## config.mk

```make
export PLATFORM = sky130hd
export DESIGN_NAME = seq_mul
export DESIGN_NICKNAME = d
export VERILOG_FILES = /design/src/rtl/seq_mul_pkg.sv /design/src/rtl/seq_mul_ctrl.sv /design/src/rtl/seq_mul_sign.sv /design/src/rtl/seq_mul_datapath.sv /design/src/rtl/seq_mul.sv
export SDC_FILE = /design/constraint.sdc
export NUM_CORES = 1
export LEC_CHECK = 0
export ABC_CLOCK_PERIOD_IN_PS = 3700
export BUFFER_PORTS_ARGS = -buffer_cell sky130_fd_sc_hd__buf_2
export CAP_MARGIN = 10
export CORE_MARGIN = 1.5
export CORE_UTILIZATION = 55
export DETAILED_ROUTE_END_ITERATION = 6
export PLACE_DENSITY_LB_ADDON = 0.12
export SYNTH_ARGS = -nofsm -noshare
export SYNTH_HDL_FRONTEND = slang
export SYNTH_SLANG_ARGS = --single-unit
```

## constraint.sdc

```tcl
create_clock -name clk -period 3.7 [get_ports clk]
set_input_delay 0.185 -clock clk [delete_from_list [all_inputs] [get_ports clk]]
set_output_delay 0.185 -clock clk [all_outputs]
set_load 0.02 [all_outputs]
```

## src/rtl/seq_mul_pkg.sv

```systemverilog
package seq_mul_pkg;
    typedef enum logic [1:0] {
        ST_IDLE,
        ST_RUN,
        ST_FIX,
        ST_DONE
    } mul_state_e;
endpackage

```

## src/rtl/seq_mul_ctrl.sv

```systemverilog
module seq_mul_ctrl
    import seq_mul_pkg::*;
#(
    parameter int WIDTH = 32
) (
    input  logic clk,
    input  logic rst_n,
    input  logic start,
    output logic load,
    output logic step,
    output logic fix,
    output logic busy,
    output logic done
);
    localparam int CNT_W = $clog2(WIDTH) + 1;
    localparam logic [CNT_W-1:0] LAST_STEP = CNT_W'(WIDTH - 1);

    mul_state_e state_q, state_d;
    logic [CNT_W-1:0] step_cnt_q;

    // state register
    always_ff @(posedge clk or negedge rst_n) begin
        if (!rst_n) begin
            state_q <= ST_IDLE;
        end else begin
            state_q <= state_d;
        end
    end

    // step counter, cleared on accept
    always_ff @(posedge clk or negedge rst_n) begin
        if (!rst_n) begin
            step_cnt_q <= '0;
        end else if (load) begin
            step_cnt_q <= '0;
        end else if (step) begin
            step_cnt_q <= step_cnt_q + 1'b1;
        end
    end

    // transitions: accept, last-step, finish, release
    always_comb begin
        state_d = state_q;
        unique case (state_q)
            ST_IDLE: if (start) state_d = ST_RUN;
            ST_RUN:  if (step_cnt_q == LAST_STEP) state_d = ST_FIX;
            ST_FIX:  state_d = ST_DONE;
            ST_DONE: state_d = ST_IDLE;
        endcase
    end

    // outputs
    always_comb begin
        load = 1'b0;
        step = 1'b0;
        fix  = 1'b0;
        busy = 1'b1;
        done = 1'b0;
        unique case (state_q)
            ST_IDLE: begin
                busy = 1'b0;
                load = start;
            end
            ST_RUN:  step = 1'b1;
            ST_FIX:  fix  = 1'b1;
            ST_DONE: done = 1'b1;
        endcase
    end
endmodule

```

## src/rtl/seq_mul_sign.sv

```systemverilog
module seq_mul_sign #(
    parameter int WIDTH          = 32,
    parameter bit SIGNED_SUPPORT = 1'b1
) (
    input  logic             signed_mode,
    input  logic [WIDTH-1:0] op_a,
    input  logic [WIDTH-1:0] op_b,
    output logic [WIDTH-1:0] mag_a,
    output logic [WIDTH-1:0] mag_b,
    output logic             negate
);
    generate
        if (SIGNED_SUPPORT) begin : g_signed
            logic a_neg, b_neg;
            assign a_neg  = signed_mode & op_a[WIDTH-1];
            assign b_neg  = signed_mode & op_b[WIDTH-1];
            // the most negative value maps to its own bit pattern, read as unsigned magnitude
            assign mag_a  = a_neg ? (~op_a + 1'b1) : op_a;
            assign mag_b  = b_neg ? (~op_b + 1'b1) : op_b;
            assign negate = a_neg ^ b_neg;
        end else begin : g_unsigned
            assign mag_a  = op_a;
            assign mag_b  = op_b;
            assign negate = 1'b0;
        end
    endgenerate
endmodule

```

## src/rtl/seq_mul_datapath.sv

```systemverilog
module seq_mul_datapath #(
    parameter int WIDTH = 32
) (
    input  logic             clk,
    input  logic             rst_n,
    input  logic             load,
    input  logic             step,
    input  logic             fix,
    input  logic [WIDTH-1:0] mag_a,
    input  logic [WIDTH-1:0] mag_b,
    input  logic             negate,
    output logic [WIDTH-1:0] prod_hi,
    output logic [WIDTH-1:0] prod_lo
);
    localparam int PW = 2 * WIDTH;

    logic [PW-1:0]    prod_q;
    logic [WIDTH-1:0] mcand_q;
    logic             neg_q;
    logic [WIDTH-1:0] addend;
    logic [WIDTH:0]   partial;

    // one WIDTH-bit adder; its carry is kept as bit WIDTH of partial
    assign addend  = prod_q[0] ? mcand_q : '0;
    assign partial = {1'b0, prod_q[PW-1:WIDTH]} + {1'b0, addend};

    always_ff @(posedge clk or negedge rst_n) begin
        if (!rst_n) begin
            prod_q  <= '0;
            mcand_q <= '0;
            neg_q   <= 1'b0;
        end else if (load) begin
            prod_q  <= {{WIDTH{1'b0}}, mag_b};
            mcand_q <= mag_a;
            neg_q   <= negate;
        end else if (step) begin
            prod_q  <= {partial, prod_q[WIDTH-1:1]};
        end else if (fix && neg_q) begin
            prod_q  <= ~prod_q + 1'b1;
        end
    end

    assign prod_hi = prod_q[PW-1:WIDTH];
    assign prod_lo = prod_q[WIDTH-1:0];
endmodule

```

## src/rtl/seq_mul.sv

```systemverilog
module seq_mul #(
    parameter int WIDTH          = 32,
    parameter bit SIGNED_SUPPORT = 1'b1
) (
    input  logic             clk,
    input  logic             rst_n,
    input  logic             start,
    input  logic             signed_mode,
    input  logic [WIDTH-1:0] mcand,
    input  logic [WIDTH-1:0] mplier,
    output logic [WIDTH-1:0] hi,
    output logic [WIDTH-1:0] lo,
    output logic             busy,
    output logic             done
);
    logic             load, step, fix, negate;
    logic [WIDTH-1:0] mag_a, mag_b;

    seq_mul_ctrl #(.WIDTH(WIDTH)) u_ctrl (
        .clk   (clk),
        .rst_n (rst_n),
        .start (start),
        .load  (load),
        .step  (step),
        .fix   (fix),
        .busy  (busy),
        .done  (done)
    );

    seq_mul_sign #(.WIDTH(WIDTH), .SIGNED_SUPPORT(SIGNED_SUPPORT)) u_sign (
        .signed_mode (signed_mode),
        .op_a        (mcand),
        .op_b        (mplier),
        .mag_a       (mag_a),
        .mag_b       (mag_b),
        .negate      (negate)
    );

    seq_mul_datapath #(.WIDTH(WIDTH)) u_dp (
        .clk     (clk),
        .rst_n   (rst_n),
        .load    (load),
        .step    (step),
        .fix     (fix),
        .mag_a   (mag_a),
        .mag_b   (mag_b),
        .negate  (negate),
        .prod_hi (hi),
        .prod_lo (lo)
    );
endmodule

```

==> flow_metrics.tcl, run 1 <==
set metrics [dict create \
    nets 1338 \
    worst_ir_drop_vdd_mv 0.4855 \
    syn_area_um2 8827 \
    syn_inst 1123 \
    grt_pass1_wl_um 40300 \
    placed_cells 1433 \
    drtAntennaViolNets 0 \
    portBuffers 133 \
    finClkSkew_ns 0.01171 \
    maxCapViolations 0 \
    dr_total_vias 8618 \
    fin_tns_setup_ns 0 \
    static-leakage-power_nw 4.316 \
    synth_seq_area_share_pct 29.77 \
    cts.clk_slew.worst_paths_ns 0.08 \
    hold_viol_final 0 \
    async_flop_share_pct 100.0 \
    cellPowerDensity_nw_per_um2 893.7 \
    initial_utilization_pct 55.97 \
    gp_congestion 0.9670 \
    drcViolationCount 0 \
    grt_pass1_vias 7701 \
    required_ns 3.96 \
    antenna_cells 0 \
    routed_wl_um 25250 \
    ctsResizeCount 0 \
    drt_first_iter_violations 728 \
    final_util_pct 63.49 \
    crit-reg2reg-launch "u_dp.prod_q[0]" \
    avgViaCountPerCell 5.948 \
    max_freq_mhz 290.6 \
    report.final.slew_viol_count 0 \
    status "finished clean" \
    fin_total_pwr_w 0.008948 \
    grtUsageTotal_pct 30.42 \
    worst_setup_path_start_kind "flop" \
    fin_crit_sh_pct 92.99 \
    area_growth_pct 13.42 \
    htreeDepth 3 \
    avgSynthCellArea_um2 7.860 \
    dr.pass1.iters 5 \
    drive_above_1_share_pct 14.52 \
    netlist_top_cells_count "nand2_1, nor2_1, dfrtp_1" \
    coreArea_um2 15770 \
    post-dp-hpwl_um 18400 \
    grt_max_degree 108 \
    criticalPathCategory "reg -> reg" \
    num_io_pins 134 \
    die_area_um2 16820 \
    cts_root_buf "clkbuf_16" \
    hold_buffers 0 \
    fp-row-count 46 \
    critPathMaxFanout 26 \
    chipWidth_um 129.7 \
    wl_per_cell_um 17.43 \
    grt_setup_unrepaired "false" \
    r2r_cells 11 \
    synth.distinct_cells 60 \
    yosysTopAreaCell "dfrtp_1" \
    r2r-end "u_dp.prod_q[43]" \
    cts_buffer_depth 2 \
    cts_tree "built" \
    die_y_um 129.7 \
    end_kind "flop" \
    finalSetupViolCount 0 \
    holdCritPathClass "in -> async" \
    worstSkewPairLatency_ns 0.37 \
    ff2ff_setup_slack_ns 0.26 \
    min_period_ns 3.441 \
    yosysMostFrequentCell "nand2_1" \
    antenna_found_initial 0 \
    numCtsBuffers 9 \
    worstMarginPinSlew_ns 1.065 \
    final_cells 1449 \
    ys.flop_type "dfrtp_1" \
    netlist.area_leader.share_pct 29.77 \
    cts_setup_buffers 0 \
    arrival_ns 3.70 \
    synth_nets 1233 \
    synth.area.top_cells "dfrtp_1, xnor2_1, xor2_1" \
    synth_edf_count 0 \
    cts.sinks 105 \
    ys_warn_count 0 \
    slew_headroom_pct 29.01 \
    grt.overflow.total 0 \
    ys_ff_latch 105 \
]
## cells in the final DEF, fill, tap and decap left out, types with 3 or more instances in the layout
cell and count:
a211oi_1 24, a21o_1 8, a21oi_1 95, a31oi_1 15, and2_1 40, and3_1 6
buf_2 132, buf_4 21, clkbuf_16 9, dfrtp_1 105, ha_1 40, inv_1 28
mux2i_1 3, nand2_1 119, nand2b_1 10, nand3_1 14, nand3b_1 6, nand4_1 6
nand4b_1 3, nor2_1 106, nor2b_1 6, nor3_1 41, nor4_1 13, o211ai_1 17
o21a_1 4, o21ai_0 100, o21bai_1 4, o22ai_1 20, o311a_1 3, o31ai_1 20
o41ai_1 8, or3_1 19, or4_1 8, xnor2_1 81, xor2_1 60
## cell type report
cell class	instances	area, um^2
Clock inverter	3	46.29
Sequential cell	105	2628
Tap cell	216	270.3
Clock buffer	13	260.3
Multi-Input combinational cell	931	5884
Inverter	28	105.1
Fill cell	1498	5758
Timing Repair Buffer	153	818.3
## power breakdown
group          internal (W)  switching [W]  total (W)
Combinational       0.00214        0.00326    0.00540
Sequential          0.00173       0.000790    0.00252
Clock              0.000566       0.000464    0.00103
Total               0.00443        0.00452    0.00895
## per-layer routing
layer / wire length, um / track usage [%] / share of wire, % / vias up
met2: 10950 / 45.13 / 43 / 306
met1: 12070 / 45.93 / 48 / 4038
met4: 513 / 8.366 / 2.0 / 0
li1: - / - / - / 4234
met5: 0 / 0 / 0 / -
met3: 1722 / 4.542 / 6.8 / 40
## per-stage QoR
step	hold slack (ns)	setup slack, ns	instance area (um^2)
2_1_floorplan	-0.1106	0.4425	8827
3_3_place_gp	0.4380	0.4629	9706
3_5_place_dp	0.4449	0.3566	9706
4_1_cts	0.06351	0.3252	10010
5_1_grt	0.1007	0.04888	10010
6_report	0.004474	0.2592	10010
## worst max path at each step
stage / startpoint / end / cells past startpoint
after floorplan: u_dp.prod_q[0] / u_dp.prod_q[43] / 14
after global placement: u_dp.prod_q[0] / u_dp.prod_q[43] / 11
after detailed placement: u_dp.prod_q[0] / u_dp.prod_q[43] / 11
after CTS: u_dp.prod_q[0] / u_dp.prod_q[43] / 11
after global routing: u_dp.prod_q[0] / u_dp.prod_q[43] / 11
final: u_dp.prod_q[0] / u_dp.prod_q[43] / 11
## cells by family (layout without fill, tap and decap cells)
logic type      count (synthesis)  count (layout)  synth area share [%]
compound gates                338             338                 23.76
xor+xnor                      141             141                 13.99
fa+ha+maj                      42              42                 6.038
buf+inv                        87             197                 3.799
flops                         105             105                 29.77
mux                             4               4                0.4678
simple gates                  406             406                 22.18
## flip-flops by register name (all words and copies together), names as in the netlist
register / count
u_ctrl.state_q: 2
u_ctrl.step_cnt_q: 6
u_dp.mcand_q: 32
u_dp.neg_q: 1
u_dp.prod_q: 64
## worst max-delay path, stage by stage (launching register included)
cell and delay, ns:
dfrtp_1 0.48, buf_4 0.31, nand2_1 0.14, fa_1 0.46, nand2b_1 0.18, a21oi_1 0.25
nor2_1 0.11, o41ai_1 0.76, xnor2_1 0.19, a21oi_1 0.10, a21o_1 0.20, a22o_1 0.17
(Power assumes the default switching activity.)
==> inputs of run 2 (changes only) <==
Settings changed: CORE_UTILIZATION 55 to 59, PLACE_DENSITY set to 0.82, PLACE_DENSITY_LB_ADDON 0.12 to not set.
==> flow_metrics.tcl, run 2 (synthesis gave the netlist of run 1 again) <==
set metrics [dict create \
    cts.clk_slew.worst_paths_ns 0.08 \
    report.final.slew_viol_count 0 \
    grt_pass1_wl_um 40930 \
    num_io_pins 134 \
    drive_above_1_share_pct 14.53 \
    gp_congestion 0.9395 \
    holdCritPathClass "in -> reg" \
    fp-row-count 44 \
    arrival_ns 3.56 \
    fin_tns_setup_ns 0 \
    grt_setup_unrepaired "false" \
    power.internal_w 0.004443 \
    crit_path_frequent_cell "a21oi_1" \
    fin_crit_sh_pct 89.67 \
    cts_setup_buffers 0 \
    ctsResizeCount 0 \
    finClkSkew_ns 0.008036 \
    area_growth_pct 12.94 \
    max_stage_delay_ns 0.73 \
    die_y_um 125.3 \
    maxCapViolations 0 \
    dr.pass1.iters 6 \
    grtUsageTotal_pct 31.96 \
    hold_viol_final 0 \
    antenna_cells 0 \
    cts_tree "built" \
    worst_ir_drop_vdd_mv 0.3748 \
    drtAntennaViolNets 0 \
    grt.overflow.total 0 \
    worstSkewPairLatency_ns 0.36 \
    dpl_worst_slack_ns 0.4705 \
    largest_registers "u_dp.prod_q x64, u_dp.mcand_q x32, u_ctrl.step_cnt_q x6" \
    most-common-layout-cells "buf_2, nand2_1, nor2_1, dfrtp_1, o21ai_0" \
    portBuffers 133 \
    cts_root_buf "clkbuf_16" \
    antenna_found_initial 0 \
    crit_chain "buf_4 > nand2_1 > fa_1 > nand2b_1 > a21oi_1 > nor2_1 > o41ai_1 > xnor2_1 > a21oi_1 > a21o_1 > a22o_1" \
    wl_per_cell_um 17.46 \
    drt_first_iter_violations 767 \
    max_freq_mhz 301.4 \
    slew_headroom_pct 38.17 \
    pwr-share-clk_pct 11.8 \
    status "finished clean" \
    finalSetupViolCount 0 \
    min_period_ns 3.318 \
    htreeDepth 3 \
    avgViaCountPerCell 6.143 \
    cts_buffer_depth 2 \
    required_ns 3.94 \
    grt_max_degree 99 \
    cts.sinks 105 \
    largest_register "u_dp.prod_q" \
    routed_wl_um 24730 \
    p_switching_w 0.004545 \
    static-leakage-power_nw 4.321 \
    post-dp-hpwl_um 18100 \
    largest_reg_flops 64 \
    coreArea_um2 14590 \
    critPathMaxFanout 18 \
    cellPowerDensity_nw_per_um2 901.6 \
    numCtsBuffers 9 \
    chipWidth_um 125.3 \
    dr_total_vias 8699 \
    cpMaxStageDelayCell "o41ai_1" \
    worst_slack_ns 0.3821 \
    p_seq_share_pct 28.1 \
    die_area_um2 15700 \
    fillCellCount 1276 \
    initial_utilization_pct 60.51 \
    worst_setup_path_start_kind "flop" \
    comb_power_share_pct 60.1 \
    swShare_pct 50.57 \
    grt_pass1_vias 8038 \
    end_kind "flop" \
    nets 1337 \
    worstMarginPinSlew_ns 0.9274 \
    final_common_cell "buf_2" \
    drcViolationCount 0 \
    criticalPathCategory "reg -> reg" \
]
## run 2: cell types whose count changed in the layout (fill, tap and decap cells not counted)
cell           previous run  this run
ha_2                      0         1
dlygate4sd3_1             0         1
inv_8                     0         1
clkbuf_8                  2         0
clkinv_2                  0         3
buf_4                    21        19
inv_6                     1         0
clkbuf_1                  2         0
bufinv_16                 1         2
ha_4                      1         0
## run 2: per-stage QoR
step                      instance area, um^2  power, W  cells  hold slack (ns)  util (%)
final                                    9970  0.008989   1416          0.09829     68.34
after global routing                     9970  0.009697   1416          0.09762     68.34
after CTS                                9970  0.008916   1416          0.08577     68.34
after detailed placement                 9641  0.007831   1399           0.2881     66.08
after global placement                   9641  0.007702   1399           0.2871     66.08
after floorplan                          8827  0.006276   1123          -0.1106         -
## run 2: worst paths after layout
path	start	end	slack [ns]	cells past startpoint
worst min register to register	u_dp.mcand_q[6]	u_dp.mcand_q[6]	0.48	2
worst max-delay path	u_dp.prod_q[0]	u_dp.prod_q[43]	0.38	11
max in group asynchronous	rst_n	u_dp.mcand_q[30]	2.45	3
worst max register to register	u_dp.prod_q[0]	u_dp.prod_q[43]	0.38	11
worst min-delay path	mcand[1]	u_dp.mcand_q[1]	0.1	3
min in group asynchronous	rst_n	u_dp.prod_q[52]	0.42	2
## run 2: worst max-delay path: cells and delay by family (launching register included)
kind | cells | cell delay (ns)
fa+ha+maj | 1 | 0.43
buf+inv | 1 | 0.23
simple gates | 3 | 0.41
flops | 1 | 0.47
xor+xnor | 1 | 0.19
compound gates | 5 | 1.47
## run 2: routing by layer
layer	wire, um	track usage [%]	share of wire [%]	vias up
met5	0	0	0	-
met4	434	8.021	1.8	0
met3	2060	5.392	8.3	39
met2	10720	47.28	43	376
met1	11510	48.61	47	4049
li1	-	-	-	4235
## run 2: final cells by class
class	instances	area, um^2	area share, %
Multi-Input combinational cell	931	5874	58.92
Sequential cell	105	2628	26.36
Timing Repair Buffer	152	813.3	8.158
Tap cell	184	230.2	2.309
Clock buffer	9	225.2	2.259
Inverter	28	105.1	1.054
Clock inverter	7	93.84	0.9413
## run 2: what timing repair did
action	4_1_cts	5_1_grt
hold buffers	1	0
setup endpoints to repair	0	0
endpoints found under the hold margin	54	0
## run 2: power by group through the flow
stage / Sequential, W / Combinational [W] / Clock, W
detailed placement: 0.00251 / 0.00532 / 0
global route: 0.00261 / 0.00598 / 0.00111
global placement: 0.00248 / 0.00522 / 0
floorplan: 0.00269 / 0.00359 / 0
finish: 0.00253 / 0.00540 / 0.00106
CTS: 0.00250 / 0.00534 / 0.00107
